**config.mk**
```make
export PLATFORM = sky130hd
export DESIGN_NAME = fbe_reframe_mon
export DESIGN_NICKNAME = d
export VERILOG_FILES = /design/src/rtl/fbe_reframe_mon.sv
export SDC_FILE = /design/constraint.sdc
export NUM_CORES = 1
export LEC_CHECK = 0
export CORE_MARGIN = 5
export CORE_UTILIZATION = 31
export DETAILED_ROUTE_END_ITERATION = 7
export PLACE_DENSITY_LB_ADDON = 0.12
export SYNTH_ARGS = -nofsm -noshare
export SYNTH_HDL_FRONTEND = slang
export SYNTH_SLANG_ARGS = --single-unit
```
**constraint.sdc**
```tcl
create_clock -name clk -period 3.8 [get_ports clk]
set_input_delay 0.76 -clock clk [delete_from_list [all_inputs] [get_ports clk]]
set_output_delay 0.76 -clock clk [all_outputs]
set_load 0.01 [all_outputs]
```
**src/rtl/fbe_reframe_mon.sv**
```systemverilog
module fbe_reframe_mon #(
  parameter int CNT_W = 8
) (
  input  logic             clk,
  input  logic             rst_n,
  input  logic             in_sync,
  input  logic             frm_stb,
  input  logic             fbit_rx,
  input  logic             fbit_exp,
  input  logic             fbit_is_fs,
  input  logic [3:0]       frame_num,
  input  logic             fmt_esf,
  input  logic             fmt_slc,
  input  logic             fs_incl,
  input  logic             sec_yel,
  input  logic [1:0]       win_sel,
  input  logic             host_refr,
  input  logic             host_mfrefr,
  input  logic             mf_sync,
  input  logic             cnt_clr,
  output logic             refr_req,
  output logic [CNT_W-1:0] err_cnt,
  output logic             mf_refr_req,
  output logic             sig_freeze
);
  localparam int         WIN     = 6;
  localparam int         HITS    = 2;
  localparam logic [1:0] SEL_OFF = 2'b11;

  logic [WIN-1:0] win_q;
  logic [WIN-1:0] mask;
  logic           armed_q, sync_q;

  wire d4    = !fmt_esf && !fmt_slc;
  wire fs_ok = fs_incl && d4 && !(frame_num == 4'd12 && sec_yel);
  wire chk   = frm_stb && in_sync && armed_q && (!fbit_is_fs || fs_ok);
  wire bad   = chk && (fbit_rx != fbit_exp);

  wire [WIN-1:0] win_nx = {win_q[WIN-2:0], bad};

  always_comb begin
    case (win_sel)
      2'b00:   mask = 6'b001111;
      2'b01:   mask = 6'b011111;
      default: mask = 6'b111111;
    endcase
  end

  wire auto_rf = bad && (win_sel != SEL_OFF) && ($countones(win_nx & mask) >= HITS);
  wire fire    = auto_rf || host_refr;
  wire mf_go   = host_mfrefr && !fmt_esf;

  always_ff @(posedge clk or negedge rst_n) begin
    if (!rst_n) begin
      win_q       <= '0;
      armed_q     <= 1'b0;
      sync_q      <= 1'b0;
      refr_req    <= 1'b0;
      err_cnt     <= '0;
      mf_refr_req <= 1'b0;
      sig_freeze  <= 1'b0;
    end else begin
      sync_q   <= in_sync;
      refr_req <= fire;
      if (fire) begin
        armed_q <= 1'b0;
        win_q   <= '0;
      end else begin
        if (in_sync && !sync_q) armed_q <= 1'b1;
        if (chk) win_q <= win_nx;
      end
      if (cnt_clr)                 err_cnt <= '0;
      else if (bad && ~&err_cnt)   err_cnt <= err_cnt + 1'b1;
      mf_refr_req <= mf_go;
      if (mf_go)        sig_freeze <= 1'b1;
      else if (mf_sync) sig_freeze <= 1'b0;
    end
  end
endmodule


```
==> flow_summary.yaml <==
outcome:
  run_status: "finished clean"
power_and_ir_drop:
  design_power_total_w: 0.0003643
  p_leak_nw: 0.6478
  power.switching_w: 0.00007960
  clkPwrFrac_pct: 31.9
  netSwitchingFraction_pct: 21.85
  power.ir.vdd_worst_mv: 0.09200
  power.density_mw_per_mm2: 252.8
  pwr-share-comb_pct: 14.1
  power.sequential.fraction_pct: 54.0
  p_int_w: 0.0002847
finish:
  final_core_util_pct: 48.00
  final-seq-area_um2: 450.4
  area_growth_syn_to_layout_pct: 50.39
  layout.nets: 155
  finalInstanceArea_mm2: 0.001441
  diodes: 0
  post_route_cells_drive_above_1_share_pct: 21.71
  nFillCells: 299
  multiInputGateArea_um2: 514.2
floorplan:
  io_pins: 32
  die_area_mm2: 0.004303
  initial_core_util_pct: 31.92
  floorplan.rows: 20
  floorplan.core_area_mm2: 0.003003
  die_width_um: 65.60
  chipHeight_um: 65.60
grt:
  globalRoute.totalOverflow: 0
  grt_most_used_layer: "met2"
  antenna_found_initial: 0
  first_pass_grt_wire_length_mm: 3.712
  globalRouteMet1Util_pct: 14.89
  first_global_vias: 786
  grt_max_degree: 19
  global_route.usage.total_pct: 11.28
  use_met3_pct: 4.274
  globalRouteMet2Util_pct: 16.06
timing:
  slew-limit-headroom_pct: 46.48
  worst_pin_slew_ns: 0.8003
  drv_slew: 0
  final_min_period_over_clock_period_pct: 98.47
  fin_worst_hold_slack_ns: 0.5125
  setup_viol_count_final: 0
  finClkSkew_ns: 0.002564
  post-route-min-period_ns: 3.742
  hold_viol_final: 0
  maxClockFrequency_mhz: 267.3
clock_network:
  num_cts_buffers: 3
  clock_edge_transition_at_the_registers_on_the_reported_setup_and_hold_paths_ns: 0.10
  ctsHtreeMaxLevel: 1
  clock_insertion_delay_worst_skew_ns: 0.29
  tritoncts_clock_tree: "done"
  tritoncts_num_sinks: 18
  clock_tree.root_cell: "sky130_fd_sc_hd__clkbuf_4"
  clk_path_buf_depth: 2
drt:
  post-route-drc-count: 0
  finalWirelength_mm: 2.110
  drt_first_iter_violations: 31
  routed_wire_length_per_instance_um: 13.02
  drt_first_pass_iters: 6
  via_density: 4.753
  vias: 770
  ant_nets: 0
yosys:
  syn-instance-count: 87
  syn_area_per_cell_um2: 11.02
  synth_async_sr_flop_share_pct: 100.0
  number_of_flops_mapped_to_enable_cells_by_yosys: 0
  synth_top_cell_area_share_pct: 47.00
  synthesis.nets: 112
  yosys_warnings: 0
  synth.cells.most_frequent: "18 x sky130_fd_sc_hd__dfrtp_1, 10 x sky130_fd_sc_hd__nor2_1, 5 x sky130_fd_sc_hd__a22o_1, 5 x sky130_fd_sc_hd__inv_1"
  post_synth_instance_area_um2: 958.4
  post_synth_num_cell_types: 32
  synthMostInstantiatedCell: "sky130_fd_sc_hd__dfrtp_1"
  yosys-top-cells-area: "sky130_fd_sc_hd__dfrtp_1 47%, sky130_fd_sc_hd__fa_1 6.3%, sky130_fd_sc_hd__a22o_1 4.6%"
  ys.flop_type: "sky130_fd_sc_hd__dfrtp_1"
  netlist.top_cell.by_area: "sky130_fd_sc_hd__dfrtp_1"
  synth_sequential_area_ratio_pct: 47.00
  yosys_register_bits: 18
worst_setup_path:
  critical_path_peak_fanout: 2
  timing.critical_path.cells: "clkdlybuf4s50_1, and4_4, a22oi_4, and2_4, fa_1, inv_2, fa_1, nand2b_4, fa_1, a22oi_2, buf_4, nor2_2, a22o_1"
  worst_setup_ep_type: "flop"
  worst-endpoint-required_ns: 3.98
  reg2reg_setup_slack_ns: 0.78
  timing.critical_path.arrival_ns: 3.93
  critical_path.most_common_cell: "sky130_fd_sc_hd__fa_1"
  start_kind: "primary input"
  critical_path_class: "in2reg"
  cpPeakStageDelay_ns: 0.52
  crit_path_top_delay_cell: "sky130_fd_sc_hd__fa_1"
place:
  dp.final_hpwl_mm: 1.630
  post_dp_cell_area_mm2: 0.001351
  gp_congestion: 0.7906
  port_buffers: 31
worst_hold_path:
  hp-class: "reg2reg"
flow_run:
  drv_cap: 0
critical path: cells and delay by family:
kind            cells  cell delay (ns)
fa+ha+maj           3             1.41
simple gates        4             0.58
buf+inv             3             0.65
compound gates      3             0.50
per-layer routing:
metal,up-vias,share of wire (%)
met5,-,0
met4,0,1.3
met3,2,6.6
met2,21,46
met1,359,46
li1,388,-
what timing repair did:
action	in CTS	in global routing
gates resized for setup	1	10
hold buffers	0	0
setup endpoints to repair	4	6
setup buffers	0	2
pin swaps	0	11
power groups by stage:
| stage | clock, W | combinational, W | sequential, W |
|---|---|---|---|
| global route | 0.000132 | 0.0000568 | 0.000197 |
| floorplan | 0 | 0.0000133 | 0.000201 |
| detailed placement | 0 | 0.0000503 | 0.000200 |
| finish | 0.000116 | 0.0000515 | 0.000197 |
| global placement | 0 | 0.0000498 | 0.000200 |
| CTS | 0.000119 | 0.0000510 | 0.000197 |
kinds of logic after synthesis:
group                      synth area share (%)
and+or+nand+nor                           22.32
DFF                                       47.00
AOI/OAI and AO/OA                         13.05
buffers and inverters                     2.350
muxes                                     4.960
adders and majority gates                 7.572
xor gates and xnor gates                  2.742
placed cells by master (no fill, tap or decap), drive strengths merged, types with 3 or more instances in the layout:
cell type and instances:
clkdlybuf4s50 27, dfrtp 18, nor2 10, buf 8
a22o 5, inv 5, nand2 4, nor2b 4
dlymetal6s2s 4, nand3 4, clkbuf 4, o21ai 3
a21oi 3, fa 3, mux2 3
layout make-up:
type                       instances  area share [%]
multi-input combinational         63           35.68
tap                               33           2.865
clock buffer                       4           2.517
timing repair buffer              39           26.39
inverter                           5           1.302
sequential                        18           31.25
metrics by stage:
stage / std cells / worst slack, ns / setup TNS (ns)
after global placement: 156 / -0.3359 / -1.735
after CTS: 160 / 0.002352 / 0
after global routing: 162 / -0.002065 / -0.002065
after detailed placement: 156 / -0.4184 / -2.301
after floorplan: 87 / 0.08792 / 0
final: 162 / 0.05828 / 0
state kept, by name, indices dropped and copies added, names as in the netlist:
name	flops
armed_q	1
err_cnt	8
mf_refr_req	1
refr_req	1
sig_freeze	1
sync_q	1
win_q	5
worst paths after layout:
check | startpoint | depth (start not counted) | end
min reg2reg | sig_freeze | 1 | sig_freeze
max reg2reg | armed_q | 12 | win_q[0]
max | frame_num[2] | 13 | win_q[0]
max in group asynchronous | rst_n | 1 | win_q[0]
min in group asynchronous | rst_n | 1 | refr_req
min | sig_freeze | 1 | sig_freeze
Note: power is estimated with default switching activity, not from simulation.
